===== src/rtl/blink_pkg.sv =====
package blink_pkg;
  typedef enum logic [1:0] {
    DUTY_EVEN_SHORT = 2'b00,
    DUTY_QUARTER    = 2'b01,
    DUTY_EVEN_LONG  = 2'b10,
    DUTY_THREE_Q    = 2'b11
  } duty_e;

  localparam int         DEF_PERIOD_W  = 6;
  localparam int         DEF_GFX_HALF  = 16;
  localparam int         DEF_HALF_CODE = 3;
  localparam logic [1:0] DEF_DUTY      = 2'b10;
endpackage


===== src/rtl/blink_cfg_reg.sv =====
module blink_cfg_reg
  import blink_pkg::*;
#(
  parameter int PERIOD_W  = DEF_PERIOD_W,
  parameter int HALF_INIT = DEF_HALF_CODE
) (
  input  logic                  clk,
  input  logic                  rst,
  input  logic                  we,
  input  logic [PERIOD_W+1:0]   wdata,
  output logic [PERIOD_W-1:0]   half_code,
  output duty_e                 duty
);
  always_ff @(posedge clk) begin
    if (rst) begin
      half_code <= PERIOD_W'(HALF_INIT);
      duty      <= duty_e'(DEF_DUTY);
    end else if (we) begin
      half_code <= wdata[PERIOD_W-1:0];
      duty      <= duty_e'(wdata[PERIOD_W+1:PERIOD_W]);
    end
  end

  assert_reset_word_R1: assert property (@(posedge clk)
    $past(rst) && !$past(we) |-> half_code == PERIOD_W'(HALF_INIT) && duty == duty_e'(DEF_DUTY))
    else $error("reset control word wrong");
endmodule


===== src/rtl/blink_frame_counter.sv =====
module blink_frame_counter
  import blink_pkg::*;
#(
  parameter int PERIOD_W = DEF_PERIOD_W,
  parameter int GFX_HALF = DEF_GFX_HALF,
  parameter int CNT_W    = PERIOD_W + 2
) (
  input  logic                clk,
  input  logic                rst,
  input  logic                vsync,
  input  logic                restart,
  input  logic                gfx_q,
  input  logic [PERIOD_W-1:0] half_code,
  input  duty_e               duty,
  output logic [CNT_W-1:0]    cnt
);
  localparam int W1 = CNT_W + 1;

  logic [W1-1:0] half, last, cnt_x;

  always_comb begin
    half  = W1'(half_code) + W1'(1);
    cnt_x = W1'(cnt);
    if (gfx_q)
      last = W1'(2 * GFX_HALF - 1);
    else if (duty == DUTY_EVEN_SHORT)
      last = (half << 1) - W1'(1);
    else
      last = (half << 2) - W1'(1);
  end

  always_ff @(posedge clk) begin
    if (rst)
      cnt <= '0;
    else if (restart)
      cnt <= '0;
    else if (vsync)
      cnt <= (cnt_x >= last) ? '0 : cnt + CNT_W'(1);
  end

  assert_count_in_cycle_R2: assert property (@(posedge clk) disable iff (rst)
    cnt_x <= last)
    else $error("frame count beyond cycle end");

  assert_restart_zero_R8: assert property (@(posedge clk) disable iff (rst)
    restart |=> cnt == '0)
    else $error("restart did not clear count");

  assert_hold_no_vsync_R10: assert property (@(posedge clk) disable iff (rst)
    !vsync && !restart |=> $stable(cnt))
    else $error("count moved without vsync");
endmodule


===== src/rtl/blink_phase_decode.sv =====
module blink_phase_decode
  import blink_pkg::*;
#(
  parameter int PERIOD_W = DEF_PERIOD_W,
  parameter int GFX_HALF = DEF_GFX_HALF,
  parameter int CNT_W    = PERIOD_W + 2
) (
  input  logic                clk,
  input  logic                rst,
  input  logic [CNT_W-1:0]    cnt,
  input  logic                gfx_q,
  input  logic [PERIOD_W-1:0] half_code,
  input  duty_e               duty,
  output logic                cursor_on,
  output logic                char_on
);
  localparam int W1 = CNT_W + 1;

  logic [W1-1:0] half, cnt_x, cur_pos;
  logic          cur_nx, chr_nx;

  always_comb begin
    half    = W1'(half_code) + W1'(1);
    cnt_x   = W1'(cnt);
    cur_pos = (cnt_x >= (half << 1)) ? cnt_x - (half << 1) : cnt_x;
    if (gfx_q) begin
      cur_nx = cnt_x < W1'(GFX_HALF);
      chr_nx = cur_nx;
    end else begin
      cur_nx = cur_pos < half;
      unique case (duty)
        DUTY_EVEN_SHORT: chr_nx = cur_nx;
        DUTY_QUARTER:    chr_nx = cnt_x < half;
        DUTY_EVEN_LONG:  chr_nx = cnt_x < (half << 1);
        DUTY_THREE_Q:    chr_nx = cnt_x < ((half << 1) + half);
        default:         chr_nx = cur_nx;
      endcase
    end
  end

  always_ff @(posedge clk) begin
    if (rst) begin
      cursor_on <= 1'b1;
      char_on   <= 1'b1;
    end else begin
      cursor_on <= cur_nx;
      char_on   <= chr_nx;
    end
  end

  assert_short_duty_match_R3: assert property (@(posedge clk) disable iff (rst)
    !gfx_q && duty == DUTY_EVEN_SHORT |=> char_on == cursor_on)
    else $error("00 duty char differs from cursor");

  assert_quarter_inside_cursor_R4: assert property (@(posedge clk) disable iff (rst)
    !gfx_q && duty == DUTY_QUARTER |=> !char_on || cursor_on)
    else $error("quarter duty char on while cursor off");

  assert_three_q_covers_cursor_R6: assert property (@(posedge clk) disable iff (rst)
    !gfx_q && duty == DUTY_THREE_Q |=> !cursor_on || char_on)
    else $error("three-quarter duty char off while cursor on");

  assert_gfx_levels_equal_R7: assert property (@(posedge clk) disable iff (rst)
    gfx_q |=> char_on == cursor_on)
    else $error("graphics levels differ");
endmodule


===== src/rtl/blink_gen.sv =====
module blink_gen
  import blink_pkg::*;
#(
  parameter int PERIOD_W = DEF_PERIOD_W,
  parameter int GFX_HALF = DEF_GFX_HALF
) (
  input  logic                clk,
  input  logic                rst,
  input  logic                vsync_pulse,
  input  logic                gfx_mode,
  input  logic                cfg_we,
  input  logic [PERIOD_W+1:0] cfg_wdata,
  output logic                cursor_on,
  output logic                char_on
);
  localparam int GFX_W = $clog2(2 * GFX_HALF);
  localparam int CNT_W = (PERIOD_W + 2 > GFX_W) ? PERIOD_W + 2 : GFX_W;

  logic [PERIOD_W-1:0] half_code;
  duty_e               duty;
  logic                gfx_q, restart;
  logic [CNT_W-1:0]    cnt;

  always_ff @(posedge clk) begin
    if (rst) gfx_q <= 1'b0;
    else     gfx_q <= gfx_mode;
  end

  assign restart = cfg_we || (gfx_mode != gfx_q);

  blink_cfg_reg #(.PERIOD_W(PERIOD_W)) u_cfg (
    .clk(clk), .rst(rst), .we(cfg_we), .wdata(cfg_wdata),
    .half_code(half_code), .duty(duty)
  );

  blink_frame_counter #(.PERIOD_W(PERIOD_W), .GFX_HALF(GFX_HALF), .CNT_W(CNT_W)) u_cnt (
    .clk(clk), .rst(rst), .vsync(vsync_pulse), .restart(restart), .gfx_q(gfx_q),
    .half_code(half_code), .duty(duty), .cnt(cnt)
  );

  blink_phase_decode #(.PERIOD_W(PERIOD_W), .GFX_HALF(GFX_HALF), .CNT_W(CNT_W)) u_dec (
    .clk(clk), .rst(rst), .cnt(cnt), .gfx_q(gfx_q),
    .half_code(half_code), .duty(duty),
    .cursor_on(cursor_on), .char_on(char_on)
  );

  assert_restart_visible_R8: assert property (@(posedge clk) disable iff (rst)
    restart |=> ##1 (cursor_on && char_on))
    else $error("outputs not visible after restart");

  assert_mode_change_restart_R9: assert property (@(posedge clk) disable iff (rst)
    gfx_mode != gfx_q |=> cnt == '0)
    else $error("mode change did not restart");
endmodule


===== config.mk =====
export PLATFORM = sky130hd
export DESIGN_NAME = blink_gen
export DESIGN_NICKNAME = d
export VERILOG_FILES = /design/src/rtl/blink_pkg.sv /design/src/rtl/blink_cfg_reg.sv /design/src/rtl/blink_frame_counter.sv /design/src/rtl/blink_phase_decode.sv /design/src/rtl/blink_gen.sv
export SDC_FILE = /design/constraint.sdc
export NUM_CORES = 1
export LEC_CHECK = 0
export CELL_PAD_IN_SITES_DETAIL_PLACEMENT = 1
export CELL_PAD_IN_SITES_GLOBAL_PLACEMENT = 1
export CORE_MARGIN = 4
export CORE_UTILIZATION = 35
export CTS_BUF_LIST = sky130_fd_sc_hd__clkbuf_4
export CTS_CLUSTER_DIAMETER = 100
export DETAILED_ROUTE_END_ITERATION = 8
export GPL_TIMING_DRIVEN = 0
export PLACE_DENSITY_LB_ADDON = 0.25
export REMOVE_ABC_BUFFERS = 1
export SETUP_SLACK_MARGIN = 0.3
export SLEW_MARGIN = 20
export SYNTH_ARGS = -nofsm -noshare
export SYNTH_HDL_FRONTEND = slang
export SYNTH_SLANG_ARGS = --single-unit

===== constraint.sdc =====
create_clock -name clk -period 10.53 [get_ports clk]
set_input_delay 2.106 -clock clk [delete_from_list [all_inputs] [get_ports clk]]
set_output_delay 2.106 -clock clk [all_outputs]
set_load 0.05 [all_outputs]

==> results.py, run 1 <==
metrics = {
    "die": {
        "io_pins": 15,
        "dieArea_um2": 7959,
        "core_um2": 6386,
        "num_rows": 29,
        "start_util_pct": 36.15,
        "chipHeight_um": 89.22,
        "fp.dieW_um": 89.22,
    },
    "power_and_ir_drop": {
        "total_power_uw": 236.8,
        "cellPowerDensity_nw_per_um2": 93.65,
        "vdd_ir_drop_max_mv": 0.06111,
        "leakage_uw": 0.001134,
    },
    "global_routing": {
        "grt_overflow": 0,
        "track_usage_pct": 16.60,
        "grt_pass1_wl_mm": 10.08,
        "grt_pass1_vias": 1958,
        "grt_max_degree": 13,
        "antenna_found_initial": 0,
    },
    "critical_path": {
        "reg2reg_depth": 16,
        "path_cells": "ha_1 > xor2_1 > inv_1 > ha_1 > a21oi_1 > maj3_1 > o221ai_2 > a211oi_4 > nor3b_1 > xor2_1 > ha_1 > a21o_1 > a21oi_1 > o31ai_1 > or4_1 > nand2_1",
        "cp.required_ps": 10780,
        "cp_max_fo": 12,
        "r2r_start": "u_cfg.half_code[0]",
        "worstSetupPathType": "flip-flop to flip-flop",
        "slowest_stage": "dfxtp_1",
        "cpMostUsedCell": "ha_1",
        "cp_slowest_stage_delay_ps": 670,
        "crit_buf_inv": 1,
        "crit_family": "adder cells",
        "worstSetupEndpointType": "flip-flop",
        "cp.arrival_ps": 5120,
        "reg2reg_to": "u_dec.cursor_on",
        "r2r_slack_ps": 5660,
        "setup.worst_path.start_class": "flip-flop",
    },
    "synthesis": {
        "yosysWarnings": 0,
        "synth_area_per_cell_um2": 8.394,
        "syn_area_um2": 2308,
        "yosysUniqueCellTypes": 54,
        "async_reset_ff_share_pct": 0,
        "seq_area_frac_synth_pct": 16.48,
        "synthFlopType": "dfxtp_1",
        "syn_inst": 275,
        "synth-edff-count": 0,
        "ys_ff_latch": 19,
    },
    "clock_network": {
        "cts.repair.resized": 0,
        "path_clk_slew_ps": 110,
        "cts_buffers": 3,
        "root_buffer": "clkbuf_4",
        "htreeDepth": 1,
        "cts_tree": "done",
        "cts_hold_buf": 0,
        "cts_setup_buffers": 0,
        "clkLatencyLatePin_ps": 300,
        "clock_path_buffers": 2,
        "cts_sinks": 19,
    },
    "job": {
        "maxCapViolations": 0,
    },
    "timing": {
        "slew_headroom_pct": 49.64,
        "worstMarginPinSlew_ps": 752.6,
        "setup_viol": 0,
        "tns_ps": 0,
        "fmax_ghz": 0.2053,
        "fin_crit_sh_pct": 46.26,
        "finalMaxSlewViolations": 0,
        "whs_ps": 603.8,
        "final_hold_viol_count": 0,
        "fin_worst_skew_ps": 6.812,
        "post-route-min-period_ps": 4871,
        "grt_setup_unrepaired": "no",
    },
    "routing": {
        "drc": 0,
        "finalWirelength_mm": 6.112,
        "antenna_left": 0,
        "num_vias": 1976,
        "dr.pass1.iters": 4,
        "drt-initial-drc-count": 90,
        "viasPerCell": 5.489,
        "routedWlPerCell_um": 16.98,
    },
    "cells_and_area": {
        "num_antenna_cells": 0,
        "fin_area_um2": 2529,
        "final_cells": 360,
        "multi_input_area_um2": 1826,
        "final_nets": 336,
        "seqCellArea_um2": 380.4,
        "drive_gt1_share_pct": 7.420,
        "fillers": 796,
        "synthToLayoutAreaGrowth_pct": 9.540,
    },
    "run_status": {
        "status": "finished clean",
    },
    "placed_design": {
        "place_area_um2": 2499,
        "io_buffer_count": 14,
        "hpwl_mm": 4.993,
        "dp_cells": 356,
        "gp_congestion": 0.8319,
    },
    "min_path": {
        "hp-class": "flip-flop to flip-flop",
        "hold_depth": 2,
        "hold_end": "u_cfg.half_code[4]",
        "worstHoldStart": "u_cfg.half_code[4]",
    },
}
## final cells by class
type	count	area share [%]
Inverter	15	2.227
Tap cell	77	3.810
Multi-Input combinational cell	231	72.19
Sequential cell	19	15.04
Clock buffer	4	1.188
Timing Repair Buffer	14	5.542
## through the flow
step	setup slack [ps]	util [%]
floorplan	6431	-
global placement	5659	39.13
detailed placement	5618	39.13
CTS	5585	39.60
global route	5282	39.60
finish	5659	39.60
## worst max-delay path by stage
stage,from,end,slack (ps),cells past startpoint
2_1_floorplan,u_cfg.half_code[0],u_dec.cursor_on,6430,16
3_3_place_gp,u_cfg.half_code[0],u_dec.cursor_on,5660,16
3_5_place_dp,u_cfg.half_code[0],u_dec.cursor_on,5620,16
4_1_cts,u_cfg.half_code[0],u_dec.cursor_on,5590,16
5_1_grt,u_cfg.half_code[0],u_dec.cursor_on,5280,16
6_report,u_cfg.half_code[0],u_dec.cursor_on,5660,16
## cells in the mapped netlist (2+ instances only)
cell / number / area (um2)
nand3_1: 4 / 20.02
dfxtp_1: 19 / 380.4
xor2_1: 10 / 87.58
clkbuf_1: 7 / 26.28
mux2i_1: 9 / 90.09
xnor2_1: 23 / 201.4
and3_1: 5 / 31.28
nor2b_1: 3 / 18.77
o21ai_1: 2 / 10.01
and2_1: 2 / 12.51
o21ai_0: 12 / 60.06
nand4_1: 5 / 31.28
nand2_1: 16 / 60.06
o211ai_1: 2 / 15.01
nor4_1: 3 / 18.77
a21oi_1: 12 / 60.06
nor2_1: 22 / 82.58
o21a_1: 5 / 37.54
a21o_1: 9 / 67.56
a211oi_1: 2 / 15.01
nand2b_1: 3 / 18.77
nor3b_1: 2 / 15.01
or3_1: 2 / 12.51
or2_2: 2 / 12.51
ha_1: 38 / 475.5
or4_1: 2 / 15.01
inv_1: 14 / 52.55
buf_4: 2 / 15.01
nor3_1: 8 / 40.04
maj3_2: 6 / 67.56
## metal layers
metal  vias up  wire (um)  track usage, %
li1        997          -               -
met1       958       3111           24.35
met2        16       2846           26.59
met3         5        101           1.382
met4         0         52           3.248
met5         -          0               0
## logic make-up after synthesis
group,Yosys count,share of synthesized area (%)
XOR/XNOR,35,14.42
AND/OR/NAND/NOR,83,18.21
flip-flops,19,16.48
adder cells (fa/ha/maj),46,24.82
AO/OA/AOI/OAI,57,17.24
buffers and inverters,25,4.444
multiplexers,10,4.390
## state kept, by name, indices dropped and copies added (netlist names)
signal / flops
u_cnt.cnt: 8
u_cfg.duty: 2
gfx_q: 1
u_dec.cursor_on: 1
u_dec.char_on: 1
u_cfg.half_code: 6
## placed cells by master (no fill, tap or decap), types with 5 or more instances in the layout
cell             count
ha_1                38
nor3_1               8
inv_1               14
maj3_2               6
nand2_1             16
mux2i_1              9
nor2_1              22
clkdlybuf4s50_1     14
a21o_1               9
nand4_1              5
xor2_1              10
xnor2_1             23
dfxtp_1             19
o21ai_0             12
a21oi_1             12
and3_1               5
o21a_1               5
## power breakdown
group	leakage [uW]	switching (uW)	internal [uW]
combinational	0.000960	61.8	52.8
clock	0.0000184	22.9	17.3
sequential	0.000156	6.80	75.2
total	0.00113	91.5	145
## worst register-to-register path: cells and delay by family, from the launching register on
kind / cells / cell delay (ps)
buf+inv: 1 / 280
simple gates: 3 / 710
fa+ha+maj: 4 / 1310
flops: 1 / 670
compound gates: 6 / 1230
xor+xnor: 2 / 610
Power figures use the tool's default switching activity.
==> run 2: changes to the inputs <==
==> constraint.sdc (replaced) <==
create_clock -name clk -period 4.2 [get_ports clk]
set_input_delay 0.84 -clock clk [delete_from_list [all_inputs] [get_ports clk]]
set_output_delay 0.84 -clock clk [all_outputs]
set_load 0.05 [all_outputs]
==> results.py, run 2 (synthesis gave the netlist of run 1 again) <==
metrics = {
    "run_status": {
        "status": "finished clean",
    },
    "placed_design": {
        "gp_congestion": 0.8319,
        "dp_cells": 356,
        "hpwl_mm": 4.993,
        "io_buffer_count": 14,
    },
    "clock_network": {
        "cts_sinks": 19,
        "clock_path_buffers": 2,
        "cts_hold_buf": 0,
        "cts_buffers": 3,
        "clkLatencyLatePin_ps": 300,
        "htreeDepth": 1,
        "path_clk_slew_ps": 110,
        "root_buffer": "clkbuf_4",
        "cts_tree": "done",
    },
    "global_routing": {
        "antenna_found_initial": 0,
        "grt_overflow": 0,
        "grt_pass1_wl_mm": 10.85,
        "use_met2_pct": 29.14,
        "use_met1_pct": 25.22,
        "grt_pass1_vias": 2101,
        "top_usage_layer": "met2",
        "track_usage_pct": 17.80,
        "grt_max_degree": 13,
        "met3_usage_pct": 1.382,
    },
    "timing": {
        "finalMaxSlewViolations": 0,
        "worstMarginPinSlew_ps": 713.9,
        "fin_worst_skew_ps": 7.016,
        "slew_headroom_pct": 52.23,
        "setup_viol": 0,
        "post-route-min-period_ps": 3819,
        "final_hold_viol_count": 0,
        "grt_setup_unrepaired": "yes",
        "tns_ps": 0,
        "fmax_ghz": 0.2618,
        "fin_crit_sh_pct": 90.94,
    },
    "critical_path": {
        "reg2reg_depth": 16,
        "cp_max_fo": 4,
        "path_cells": "clkinvlp_4 > ha_4 > fa_2 > a21oi_2 > maj3_2 > o221ai_4 > a211oi_4 > buf_4 > nor3b_2 > xor2_1 > ha_1 > a21o_1 > a21oi_1 > o31ai_1 > or4_1 > nand2_1",
        "cp.required_ps": 4450,
        "cp.arrival_ps": 4070,
        "worstSetupEndpointType": "flip-flop",
        "slowest_stage": "or4_1",
        "worstSetupPathType": "flip-flop to flip-flop",
        "cp_slowest_stage_delay_ps": 520,
        "setup.worst_path.start_class": "flip-flop",
    },
    "cells_and_area": {
        "final_common_cell": "ha_1",
        "largest_reg_flops": 8,
        "num_antenna_cells": 0,
        "final_cells": 387,
        "synthToLayoutAreaGrowth_pct": 26.45,
        "top_register": "u_cnt.cnt",
        "mostFrequentLayoutCells": "ha_1, buf_4, xnor2_1",
        "final_nets": 363,
        "drive_gt1_share_pct": 23.23,
        "reg.largest.list": "u_cnt.cnt x8, u_cfg.half_code x6, u_cfg.duty x2",
    },
    "power_and_ir_drop": {
        "leakage_uw": 0.001273,
        "power_frac_comb_pct": 54.6,
        "vdd_ir_drop_max_mv": 0.1534,
        "p_sw_share_pct": 38.29,
        "cellPowerDensity_nw_per_um2": 231.4,
        "p_sw_uw": 258.6,
        "p_seq_share_pct": 30.5,
        "p_int_uw": 416.8,
        "power_frac_clock_pct": 14.9,
    },
    "routing": {
        "drc": 0,
        "dr.pass1.iters": 4,
        "drt-initial-drc-count": 62,
        "routedWlPerCell_um": 17.80,
        "antenna_left": 0,
        "finalWirelength_mm": 6.890,
        "num_vias": 2131,
        "viasPerCell": 5.506,
    },
    "min_path": {
        "hold_depth": 2,
        "hp-class": "flip-flop to flip-flop",
    },
    "die": {
        "num_rows": 29,
        "dieArea_um2": 7959,
        "core_um2": 6386,
        "chipHeight_um": 89.22,
        "start_util_pct": 36.15,
        "fp.dieW_um": 89.22,
        "io_pins": 15,
    },
    "job": {
        "maxCapViolations": 0,
    },
}
run 2: cell types whose count changed in the layout (fill, tap and decap cells not counted), sizes merged:
cell / delta
clkinvlp: +1
inv: -1
buf: +27
run 2: final cells by class:
type | count | area, um2
well taps | 77 | 96.34
repair buffers | 41 | 359.1
clock buffers | 4 | 30.03
fillers | 772 | 3467
inverters | 15 | 62.56
flip-flops and latches | 19 | 392.9
multi-input cells | 231 | 1978
run 2: layer usage:
| layer | up-vias | wire (um) |
|---|---|---|
| li1 | 1051 | - |
| met1 | 1051 | 3339 |
| met2 | 20 | 3334 |
| met3 | 9 | 107 |
| met4 | 0 | 108 |
| met5 | - | 0 |
run 2: final timing paths:
path,from,endpoint,slack (ps)
hold / removal,u_cfg.half_code[3],u_cfg.half_code[3],610
setup / recovery,u_cfg.half_code[0],u_dec.cursor_on,380
setup reg to reg,u_cfg.half_code[0],u_dec.cursor_on,380
hold reg to reg,u_cfg.half_code[3],u_cfg.half_code[3],610
run 2: through the flow:
step           total power, uW  setup WS (ps)  area, um2  util, %  hold WS (ps)
2_1_floorplan            422.9          101.3       2262        -         544.7
4_1_cts                  644.4          305.9       2773    43.42         630.8
3_3_place_gp             490.8         -671.0       2499    39.13         587.7
6_report                 675.3          380.6       2919    45.71         608.7
5_1_grt                  729.2          254.8       2919    45.71         641.6
3_5_place_dp             500.2         -712.1       2499    39.13         592.9
run 2: power groups by stage:
stage / Combinational (uW) / Clock [uW] / Sequential (uW)
after global routing: 407 / 115 / 208
final: 369 / 101 / 206
after detailed placement: 291 / 0 / 209
after floorplan: 209 / 0 / 214
after CTS: 333 / 107 / 205
after global placement: 281 / 0 / 209
run 2: worst max-delay path, delay by kind of cell, from the launching register on:
kind            cells  cell delay [ps]
fa+ha+maj           4             1220
compound gates      6             1040
flops               1              400
buf+inv             2              320
simple gates        3              650
xor+xnor            1              140
run 2: what timing repair did:
item                                    in CTS  in global routing
pin swaps                                    5                 11
buffers inserted                            16                 11
cloned                                       0                  0
endpoints found under the setup margin      10                  2
resized for setup                           19                 20
